<file path="src/rtl/intc_pkg.sv">
package intc_pkg;
    localparam int NSRC       = 6;
    localparam int IDXW       = $clog2(NSRC);
    localparam int VECW       = 16;
    localparam int REGW       = 8;
    localparam int NEXT       = 2;
    localparam int NTMR       = 2;
    localparam int RESV_BIT   = 6;
    localparam int TOP_BIT    = 7;
    localparam logic [VECW-1:0] VEC_BASE   = 16'h0003;
    localparam int              VEC_SHIFT  = 3;

    typedef enum logic [IDXW-1:0] {
        SRC_EXT0 = 3'd0,
        SRC_TMR0 = 3'd1,
        SRC_EXT1 = 3'd2,
        SRC_TMR1 = 3'd3,
        SRC_SER  = 3'd4,
        SRC_TMR2 = 3'd5
    } src_e;

    typedef struct packed {
        logic            gate;
        logic [NSRC-1:0] mask;
    } en_cfg_t;

    typedef struct packed {
        logic            flat;
        logic [NSRC-1:0] high;
    } pri_cfg_t;

    typedef struct packed {
        logic            valid;
        logic            level;
        logic [IDXW-1:0] idx;
    } pick_t;

    function automatic logic [IDXW-1:0] first_set(input logic [NSRC-1:0] v);
        logic [IDXW-1:0] r;
        r = '0;
        for (int i = NSRC - 1; i >= 0; i--) begin
            if (v[i]) r = IDXW'(i);
        end
        return r;
    endfunction

    function automatic logic [VECW-1:0] vec_of(input logic [IDXW-1:0] idx);
        return VEC_BASE + (VECW'(idx) << VEC_SHIFT);
    endfunction

    function automatic logic [NSRC-1:0] onehot_of(input logic [IDXW-1:0] idx);
        return NSRC'(1) << idx;
    endfunction
endpackage

</file>
<file path="src/rtl/intc_regs.sv">
module intc_regs
    import intc_pkg::*;
(
    input  logic            clk,
    input  logic            rst,
    input  logic            wr,
    input  logic            sel,
    input  logic [REGW-1:0] wdata,
    output en_cfg_t         en_o,
    output pri_cfg_t        pri_o,
    output logic [REGW-1:0] rdata
);
    en_cfg_t  en_q;
    pri_cfg_t pri_q;

    always_ff @(posedge clk) begin
        if (rst) begin
            en_q  <= '0;
            pri_q <= '0;
        end else if (wr) begin
            if (!sel) begin
                en_q.gate <= wdata[TOP_BIT];
                en_q.mask <= wdata[NSRC-1:0];
            end else begin
                pri_q.flat <= wdata[TOP_BIT];
                pri_q.high <= wdata[NSRC-1:0];
            end
        end
    end

    always_comb begin
        if (sel) rdata = {pri_q.flat, 1'b1, pri_q.high};
        else     rdata = {en_q.gate,  1'b1, en_q.mask};
    end

    assign en_o  = en_q;
    assign pri_o = pri_q;

    a_r2_mask_write: assert property (@(posedge clk) disable iff (rst)
        (wr && !sel) |=> (en_q.gate == $past(wdata[TOP_BIT]) && en_q.mask == $past(wdata[NSRC-1:0])));
    a_r2_level_write: assert property (@(posedge clk) disable iff (rst)
        (wr && sel) |=> (pri_q.flat == $past(wdata[TOP_BIT])));
endmodule

</file>
<file path="src/rtl/intc_req.sv">
module intc_req
    import intc_pkg::*;
(
    input  logic            clk,
    input  logic            rst,
    input  logic [NEXT-1:0] ext_n,
    input  logic [NEXT-1:0] ext_edge,
    input  logic [NTMR-1:0] tmr_ovf,
    input  logic            ser_rx,
    input  logic            ser_tx,
    input  logic            t2_ovf,
    input  logic            t2_ext,
    input  logic [NSRC-1:0] taken,
    output logic [NSRC-1:0] req
);
    logic [NEXT-1:0] s1_q, s2_q, eflag_q, ext_req;
    logic [NTMR-1:0] tflag_q;

    localparam int EXT_IDX [NEXT] = '{int'(SRC_EXT0), int'(SRC_EXT1)};
    localparam int TMR_IDX [NTMR] = '{int'(SRC_TMR0), int'(SRC_TMR1)};

    always_ff @(posedge clk) begin
        if (rst) begin
            s1_q <= '1;
            s2_q <= '1;
        end else begin
            s1_q <= ext_n;
            s2_q <= s1_q;
        end
    end

    for (genvar g = 0; g < NEXT; g++) begin : g_ext
        logic fall;
        assign fall = s2_q[g] & ~s1_q[g];
        always_ff @(posedge clk) begin
            if (rst || !ext_edge[g]) eflag_q[g] <= 1'b0;
            else eflag_q[g] <= (eflag_q[g] & ~taken[EXT_IDX[g]]) | fall;
        end
        assign ext_req[g] = ext_edge[g] ? eflag_q[g] : ~s1_q[g];

        a_r9_edge_latch: assert property (@(posedge clk) disable iff (rst)
            (ext_edge[g] && fall) |=> eflag_q[g]);
    end

    for (genvar g = 0; g < NTMR; g++) begin : g_tmr
        always_ff @(posedge clk) begin
            if (rst) tflag_q[g] <= 1'b0;
            else tflag_q[g] <= (tflag_q[g] & ~taken[TMR_IDX[g]]) | tmr_ovf[g];
        end

        a_r10_tmr_clear: assert property (@(posedge clk) disable iff (rst)
            (taken[TMR_IDX[g]] && !tmr_ovf[g]) |=> !tflag_q[g]);
        a_r10_tmr_set_wins: assert property (@(posedge clk) disable iff (rst)
            tmr_ovf[g] |=> tflag_q[g]);
    end

    always_comb begin
        req = '0;
        req[SRC_EXT0] = ext_req[0];
        req[SRC_TMR0] = tflag_q[0];
        req[SRC_EXT1] = ext_req[1];
        req[SRC_TMR1] = tflag_q[1];
        req[SRC_SER]  = ser_rx | ser_tx;
        req[SRC_TMR2] = t2_ovf | t2_ext;
    end
endmodule

</file>
<file path="src/rtl/intc_arb.sv">
module intc_arb
    import intc_pkg::*;
(
    input  logic            clk,
    input  logic            rst,
    input  logic [NSRC-1:0] req,
    input  en_cfg_t         en,
    input  pri_cfg_t        pri,
    input  logic            take,
    input  logic            ret,
    output logic            irq,
    output logic [VECW-1:0] vector,
    output logic [NSRC-1:0] src_ack,
    output logic [1:0]      isr,
    output logic            wake
);
    logic [NSRC-1:0] live, high_eff, hi_set, lo_set;
    pick_t           pick;
    logic [1:0]      isr_q, isr_d;
    logic            taken;

    assign live     = req & en.mask & {NSRC{en.gate}};
    assign high_eff = pri.flat ? '0 : pri.high;
    assign hi_set   = live & high_eff;
    assign lo_set   = live & ~high_eff;

    always_comb begin
        pick = '0;
        if (!isr_q[1] && |hi_set) begin
            pick.valid = 1'b1;
            pick.level = 1'b1;
            pick.idx   = first_set(hi_set);
        end else if (isr_q == 2'b00 && |lo_set) begin
            pick.valid = 1'b1;
            pick.level = 1'b0;
            pick.idx   = first_set(lo_set);
        end
    end

    assign taken   = take & pick.valid;
    assign irq     = pick.valid;
    assign vector  = pick.valid ? vec_of(pick.idx) : '0;
    assign src_ack = taken ? onehot_of(pick.idx) : '0;
    assign wake    = |live;

    always_comb begin
        isr_d = isr_q;
        if (ret) begin
            if (isr_d[1]) isr_d[1] = 1'b0;
            else          isr_d[0] = 1'b0;
        end
        if (taken) isr_d[pick.level] = 1'b1;
    end

    always_ff @(posedge clk) begin
        if (rst) isr_q <= '0;
        else     isr_q <= isr_d;
    end

    assign isr = isr_q;

    a_r14_ack_onehot: assert property (@(posedge clk) disable iff (rst)
        $onehot0(src_ack));
    a_r14_ack_needs_take: assert property (@(posedge clk) disable iff (rst)
        (src_ack != '0) |-> (take && irq));
    a_r11_take_marks_level: assert property (@(posedge clk) disable iff (rst)
        (taken && pick.level) |=> isr_q[1]);
    a_r12_ret_drops_high: assert property (@(posedge clk) disable iff (rst)
        (ret && isr_q[1] && !take) |=> (!isr_q[1] && isr_q[0] == $past(isr_q[0])));
    a_r13_wake_covers_req: assert property (@(posedge clk) disable iff (rst)
        irq |-> wake);
endmodule

</file>
<file path="src/rtl/intc_two_level.sv">
module intc_two_level
    import intc_pkg::*;
(
    input  logic            clk,
    input  logic            rst,
    input  logic            cfg_wr,
    input  logic            cfg_sel,
    input  logic [REGW-1:0] cfg_wdata,
    output logic [REGW-1:0] cfg_rdata,
    input  logic [NEXT-1:0] ext_n,
    input  logic [NEXT-1:0] ext_edge,
    input  logic [NTMR-1:0] tmr_ovf,
    input  logic            ser_rx_done,
    input  logic            ser_tx_done,
    input  logic            t2_ovf,
    input  logic            t2_ext,
    input  logic            vec_take,
    input  logic            irq_return,
    output logic            irq_req,
    output logic [VECW-1:0] irq_vector,
    output logic [NSRC-1:0] src_ack,
    output logic [1:0]      isr_level,
    output logic            wake
);
    en_cfg_t         en;
    pri_cfg_t        pri;
    logic [NSRC-1:0] req;

    intc_regs u_regs (
        .clk   (clk),
        .rst   (rst),
        .wr    (cfg_wr),
        .sel   (cfg_sel),
        .wdata (cfg_wdata),
        .en_o  (en),
        .pri_o (pri),
        .rdata (cfg_rdata)
    );

    intc_req u_req (
        .clk      (clk),
        .rst      (rst),
        .ext_n    (ext_n),
        .ext_edge (ext_edge),
        .tmr_ovf  (tmr_ovf),
        .ser_rx   (ser_rx_done),
        .ser_tx   (ser_tx_done),
        .t2_ovf   (t2_ovf),
        .t2_ext   (t2_ext),
        .taken    (src_ack),
        .req      (req)
    );

    intc_arb u_arb (
        .clk     (clk),
        .rst     (rst),
        .req     (req),
        .en      (en),
        .pri     (pri),
        .take    (vec_take),
        .ret     (irq_return),
        .irq     (irq_req),
        .vector  (irq_vector),
        .src_ack (src_ack),
        .isr     (isr_level),
        .wake    (wake)
    );

    a_r4_gate_off: assert property (@(posedge clk) disable iff (rst)
        !cfg_rdata[TOP_BIT] && !cfg_sel |-> (!irq_req && !wake));
endmodule

</file>
<file path="config.mk">
export PLATFORM = sky130hd
export DESIGN_NAME = intc_two_level
export DESIGN_NICKNAME = d
export VERILOG_FILES = /design/src/rtl/intc_pkg.sv /design/src/rtl/intc_regs.sv /design/src/rtl/intc_req.sv /design/src/rtl/intc_arb.sv /design/src/rtl/intc_two_level.sv
export SDC_FILE = /design/constraint.sdc
export NUM_CORES = 1
export LEC_CHECK = 0
export ABC_AREA = 1
export BUFFER_PORTS_ARGS = -buffer_cell sky130_fd_sc_hd__buf_2
export CAP_MARGIN = 25
export CORE_ASPECT_RATIO = 0.9
export CORE_MARGIN = 3
export CORE_UTILIZATION = 50
export CTS_CLUSTER_DIAMETER = 100
export DETAILED_ROUTE_END_ITERATION = 10
export GPL_ROUTABILITY_DRIVEN = 1
export GPL_TIMING_DRIVEN = 0
export MAX_ROUTING_LAYER = met4
export PLACE_DENSITY = 0.79
export SLEW_MARGIN = 5
export SYNTH_ARGS = -nofsm -noshare
export SYNTH_HDL_FRONTEND = slang
export SYNTH_HIERARCHICAL = 1
export SYNTH_SLANG_ARGS = --single-unit
</file>
<file path="constraint.sdc">
create_clock -name clk -period 2.5 [get_ports clk]
set_clock_uncertainty 0.1 [all_clocks]
set_input_delay 0.25 -clock clk [delete_from_list [all_inputs] [get_ports clk]]
set_output_delay 0.25 -clock clk [all_outputs]
set_load 0.01 [all_outputs]
</file>
==> impl_results.md, run 1 <==
* Post-synth cell types at 25
* Overall routing resource usage at 0.200
* Seq cells post-synth at 24
* CTS tree: built
* DRT antenna net count at 0
* First-pass GRT wire length at 6070 µm
* Post-layout util at 0.664
* Row cnt at 19
* Post-Route WL at 3810 µm
* Critical path buffer and inverter count at 2
* Die width at 66.6 µm
* R2r endpoint: u_req/eflag_q[0]
* Design Power at 0.925 mW
* CTS Root Cell: clkbuf_8
* DR WL/cell at 10.2 µm
* Hold path endpoint: u_req/s1_q[1]
* Min-Delay Path Class: input port to flop
* DR iter-0 viols at 108
* Worst-path fanout max at 8
* Slew Viols, Final at 0
* Top cells by area, synth: dfxtp_1, nand2_1, nor2_1
* Vias post-DR at 1,727
* Worst Setup SP: u_regs/en_o[6]
* Vias in the first global route at 1,460
* Startpoint types: flop
* Commonest non-fill, non-tap cell in the layout: nand2_1
* Share of cells above drive strength 1 at 0.304
* Diodes inserted at 0
* Worst-path clk slew at 0.08 ns
* # H-tree levels at 1
* Cell area after synthesis at 1650 µm²
* Post-synthesis sequential area ratio at 0.290
* Pre-antenna DRT Iters at 4
* Final Hold Vio Count at 0
* DRC at 0
* Clock Path Buffers at 2
* Yosys top cell area share at 0.290
* Multi-input combinational cell area at 922 µm²
* Storage cell area at 484 µm²
* Area leader, netlist: dfxtp_1
* Reg2reg path depth at 13
* Critical path class: flop to output pin
* CORE AREA at 3110 µm²
* PD cells at 447 nW/µm²
* Final setup fails at 0
* Max VDD drop at 0.459 mV
* Leakage at 1.12 nW
* Critical Path AT at 2.01 ns
* Die area at 4040 µm²
* CP top delay family: simple AND/OR/NAND/NOR gates
* Num CTS Buffers at 3
* Most frequent cells in the layout: nand2_1, buf_2, inv_1
* Initial antenna violation count at 0
* Area grow syn2layout at 25.0%
* Reg2Reg Launch Point: u_regs/en_o[6]
* Fillcell total at 294
* I/O Buffers at 42
* Cts hold-fix bufs at 0
* Pin count of the biggest net entering global routing at 15
* HPWL Detailed at 3020 µm
* Slowest CP cell: dfxtp_2
* Initial core utilization at 0.531
* Slowest stage delay, CP at 0.43 ns
* Number of vias per cell at 4.62
* Yosys Warn Count at 6
* Clock Latency Late Sink at 0.27 ns
* Synth Instances at 275
* Syn Area/Cell at 6.01 µm²
* Critical path capture point type: output pin
* R2R setup slack at 0.52 ns
* Final nets at 357
* MaxCap Viol Count at 0
* CTS Sinks at 24
* Crit path time final at 2.36 ns
* Hold Startpoint: ext_n[1]
* Top Ports at 58
* Min-Delay Path Depth at 2
* Final global-route overflow total at 0
* CP Depth at 11
* Part of the cycle the worst path needs at 0.945
* Status: finished clean
* Critical Path RT at 2.15 ns
* Die height at 60.6 µm
* Cells along the critical path: nand3_1 > nor2_1 > nor2_1 > nand3_1 > nand2_2 > nand2_2 > nand2_1 > inv_1 > nand2_1 > nor2_2 > buf_2
* Final GP Congestion at 0.872
* Max Clk Rate at 423 MHz
==> state kept, by name (all words and copies together) (netlist names) <==
name / flops
u_regs/pri_o: 7
u_regs/en_o: 7
u_req/s2_q: 2
u_req/eflag_q: 2
u_req/req: 2
u_req/s1_q: 2
u_arb/isr: 2
==> through the flow <==
step           std cells  setup TNS, ns  instance area, µm²  setup slack (ns)  hold slack [ns]
3_5_place_dp         369              0                1950             0.265            0.329
2_1_floorplan        285              0                1690             0.589            0.219
5_1_grt              374        -0.0132                2070          -0.00887           0.0688
3_3_place_gp         369              0                1950             0.295            0.326
4_1_cts              373              0                2030            0.0249           0.0496
6_report             374              0                2070             0.138           0.0541
==> synthesized netlist by cell type <==
cell type  instances
nand3_1           23
o21ai_2            1
inv_1             38
inv_4              1
conb_1             2
buf_2              1
nand2_1           83
nand3_2            4
nand2_2            3
buf_4             15
nor2_1            39
inv_2              2
a21oi_1           12
o21ai_0            4
or2_2              2
nor2_4             1
a21oi_2            2
nor3_1             1
buf_6              4
dfxtp_1           24
nand4_1            2
nand3b_1           1
nor2_2             6
o21ai_1            2
or2_1              2
==> how the worst max path moves through the flow <==
stage               slack, ns      endpoint
finish                   0.14    src_ack[0]
global route           -0.009    src_ack[2]
CTS                      0.02    src_ack[0]
detailed placement       0.26    src_ack[0]
global placement         0.30    src_ack[1]
floorplan                0.59  u_req/req[1]
==> kinds of logic (layout without fill, tap and decap cells) <==
logic type	after synthesis	count (layout)	share of synthesized area
flops	24	24	0.290
compound gates	21	21	0.0704
buf+inv	61	108	0.193
other cells	2	12	0.00454
simple gates	167	167	0.442
==> area by class of cell <==
cell class,instances,share of cell area
Clock inverter,1,0.0145
Sequential cell,24,0.234
Clock buffer,3,0.0200
Multi-Input combinational cell,200,0.446
Inverter,41,0.0757
Tap cell,42,0.0254
Timing Repair Buffer,43,0.105
Buffer,20,0.0787
==> where the power goes <==
group	leakage [nW]	total (mW)	internal, mW	switching, mW
registers	0.199	0.419	0.402	0.0173
clock network	0.0357	0.338	0.214	0.124
logic	0.889	0.168	0.0732	0.0946
==> metal layers <==
metal / global-route usage / share of wire / up-vias / wire length (µm)
met4: 0.0551 / 0.012 / 0 / 47
met5: - / 0 / - / 0
met2: 0.326 / 0.49 / 47 / 1880
met1: 0.260 / 0.44 / 754 / 1670
met3: 0.0296 / 0.056 / 4 / 212
li1: - / - / 922 / -
==> timing repair <==
item                       CTS  global route
setup buffers                0             1
setup endpoints to repair    0             6
gates resized for setup      0            14
Power figures use the tool's default switching activity.
==> inputs of run 2 (changes only) <==
- CTS_BUF_LIST: not set -> sky130_fd_sc_hd__clkbuf_4
==> run 2 against run 1 <==
Net effect:
- worst setup slack got worse by 0.064 ns
- non-clock buffer count increased by 7
- fmax decreased by 2.6%
- sequential power about the same
==> impl_results.md, run 2 (synthesis results as in run 1) <==
* Status: finished clean
* R2R setup slack at 0.44 ns (-0.08 ns)
* CORE AREA at 3110 µm² (unchanged)
* DR WL/cell at 10.8 µm (+5.9%)
* Initial core utilization at 0.531 (unchanged)
* Worst-path clk slew at 0.13 ns (+0.05 ns)
* HPWL Detailed at 3020 µm (unchanged)
* CTS Sinks at 24 (unchanged)
* Number of instances in the placed design at 369 (unchanged)
* Die height at 60.6 µm (unchanged)
* Initial antenna violation count at 0 (unchanged)
* Worst-path fanout max at 5 (-3)
* CTS tree: built
* Post-Route WL at 4110 µm (+7.9%)
* Vias post-DR at 1,754 (+1.6%)
* Die area at 4040 µm² (unchanged)
* R2r endpoint: u_req/eflag_q[0]
* PD cells at 399 nW/µm² (-11%)
* Dpl ws at 0.265 ns (unchanged)
* Multi-input combinational cell area at 1020 µm² (+10%)
* # H-tree levels at 1 (unchanged)
* Part of the cycle the worst path needs at 0.971 (+0.0256)
* Final Hold Vio Count at 0 (unchanged)
* Crit path time final at 2.43 ns (+0.0641 ns)
* Clock Latency Late Sink at 0.31 ns (+0.04 ns)
* DRC at 0 (unchanged)
* Fin Hold WS at 0.0674 ns (+0.0133 ns)
* Fin cells at 381 (+1.9%)
* Vias in the first global route at 1,456 (-0.27%)
* Startpoint types: flop
* Max VDD drop at 0.364 mV (-21%)
* Die width at 66.6 µm (unchanged)
* Final nets at 364 (+2.0%)
* Reg2reg path depth at 15 (+2)
* Most frequent cells in the layout: nand2_1, buf_2, inv_1
* Final GP Congestion at 0.872 (unchanged)
* I/O Buffers at 42 (unchanged)
* Diodes inserted at 0 (unchanged)
* Design Power at 0.880 mW (-4.8%)
* MaxCap Viol Count at 0 (unchanged)
* Area grow syn2layout at 33.4%
* First-pass GRT wire length at 6040 µm (-0.35%)
* Share of cells above drive strength 1 at 0.345 (+0.0409)
* Reg2Reg Launch Point: u_req/s1_q[0]
* Min-Delay Path Depth at 3 (+1)
* Setup ws final at 0.0736 ns (-0.0641 ns)
* Hold Startpoint: tmr_ovf[1]
* Final setup fails at 0 (unchanged)
* Slew Viols, Final at 0 (unchanged)
* Critical Path RT at 2.15 ns (about the same)
* DRT antenna net count at 0 (unchanged)
* Pre-antenna DRT Iters at 4 (unchanged)
* Critical path class: flop to output pin
* Critical path capture point type: output pin
* Final global-route overflow total at 0 (unchanged)
* Max Clk Rate at 412 MHz (-2.6%)
* DR iter-0 viols at 130 (+20%)
* Leakage at 1.17 nW (+3.7%)
* Storage cell area at 489 µm² (+1.0%)
* CTS Root Cell: clkbuf_4
* Post-layout util at 0.708 (+0.0446)
* Top Ports at 58 (unchanged)
* Commonest non-fill, non-tap cell in the layout: nand2_1
* Row cnt at 19 (unchanged)
* Overall routing resource usage at 0.198 (-0.00194)
* Hold path endpoint: u_req/req[3]
* Fillcell total at 276 (-6.1%)
* Clock Path Buffers at 2 (unchanged)
* Num CTS Buffers at 3 (unchanged)
* Min-Delay Path Class: input port to flop
* Number of vias per cell at 4.60 (-0.30%)
* Critical Path AT at 2.08 ns (+0.07 ns)
* Pin count of the biggest net entering global routing at 15 (unchanged)
==> run 2: changes by cell type in the layout (fill, tap and decap cells not counted), moves of 3 or more <==
cell / change
clkbuf_4: +3
nor2_1: -5
clkbuf_8: -3
nand2_2: +3
nand2_1: -3
buf_4: +5
nor2_4: +5
==> run 2: worst max-delay path: stages (launching register included) <==
cell     delay, ns
dfxtp_1       0.34
o21ai_2       0.18
nand3_4       0.13
nor2_4        0.16
nor2_1        0.09
nand3_1       0.11
nand2_2       0.13
nand2_2       0.10
nand2_2       0.07
inv_1         0.08
nand2_1       0.09
nor2_2        0.12
buf_2         0.15
==> run 2: how the worst max path moves through the flow <==
stage                  startpoint      endpoint  slack [ns]
floorplan                  t2_ext  u_req/req[1]        0.59
global placement      ext_edge[0]    src_ack[1]        0.30
detailed placement    ext_edge[0]    src_ack[0]        0.26
CTS                 u_req/s1_q[0]    src_ack[0]      -0.001
global route        u_req/s1_q[0]    src_ack[0]       -0.08
finish              u_req/s1_q[0]    src_ack[0]        0.07
==> run 2: cell type report <==
class,count,area share
multi-input combinational,200,0.461
sequential,24,0.222
timing repair buffer,50,0.125
buffer,20,0.0737
inverter,41,0.0709
tap,42,0.0238
clock inverter,1,0.0136
clock buffer,3,0.0102
==> run 2: layer usage <==
metal / share of wire / wire length, µm / vias to the layer above / track usage
met5: 0 / 0 / - / -
met4: 0.0051 / 21 / 0 / 0.0377
li1: - / - / 939 / -
met3: 0.043 / 176 / 2 / 0.0296
met2: 0.52 / 2140 / 33 / 0.329
met1: 0.43 / 1780 / 780 / 0.259
==> run 2: power breakdown <==
part	internal (mW)	switching, mW
logic	0.0795	0.101
registers	0.401	0.0184
clock network	0.162	0.118
total	0.643	0.237
==> run 2: what timing repair did <==
item,4_1_cts,5_1_grt
endpoints found under the hold margin,2,0
resized for setup,2,35
hold buffers,2,0
pin swaps,1,9
endpoints found under the setup margin,2,7
buffers inserted,0,6
==> run 2: metrics by stage <==
stage | setup TNS [ns] | cell area (µm²)
after floorplan | 0 | 1690
after global placement | 0 | 1950
after detailed placement | 0 | 1950
after CTS | -0.00116 | 2030
after global routing | -0.271 | 2210
final | 0 | 2210
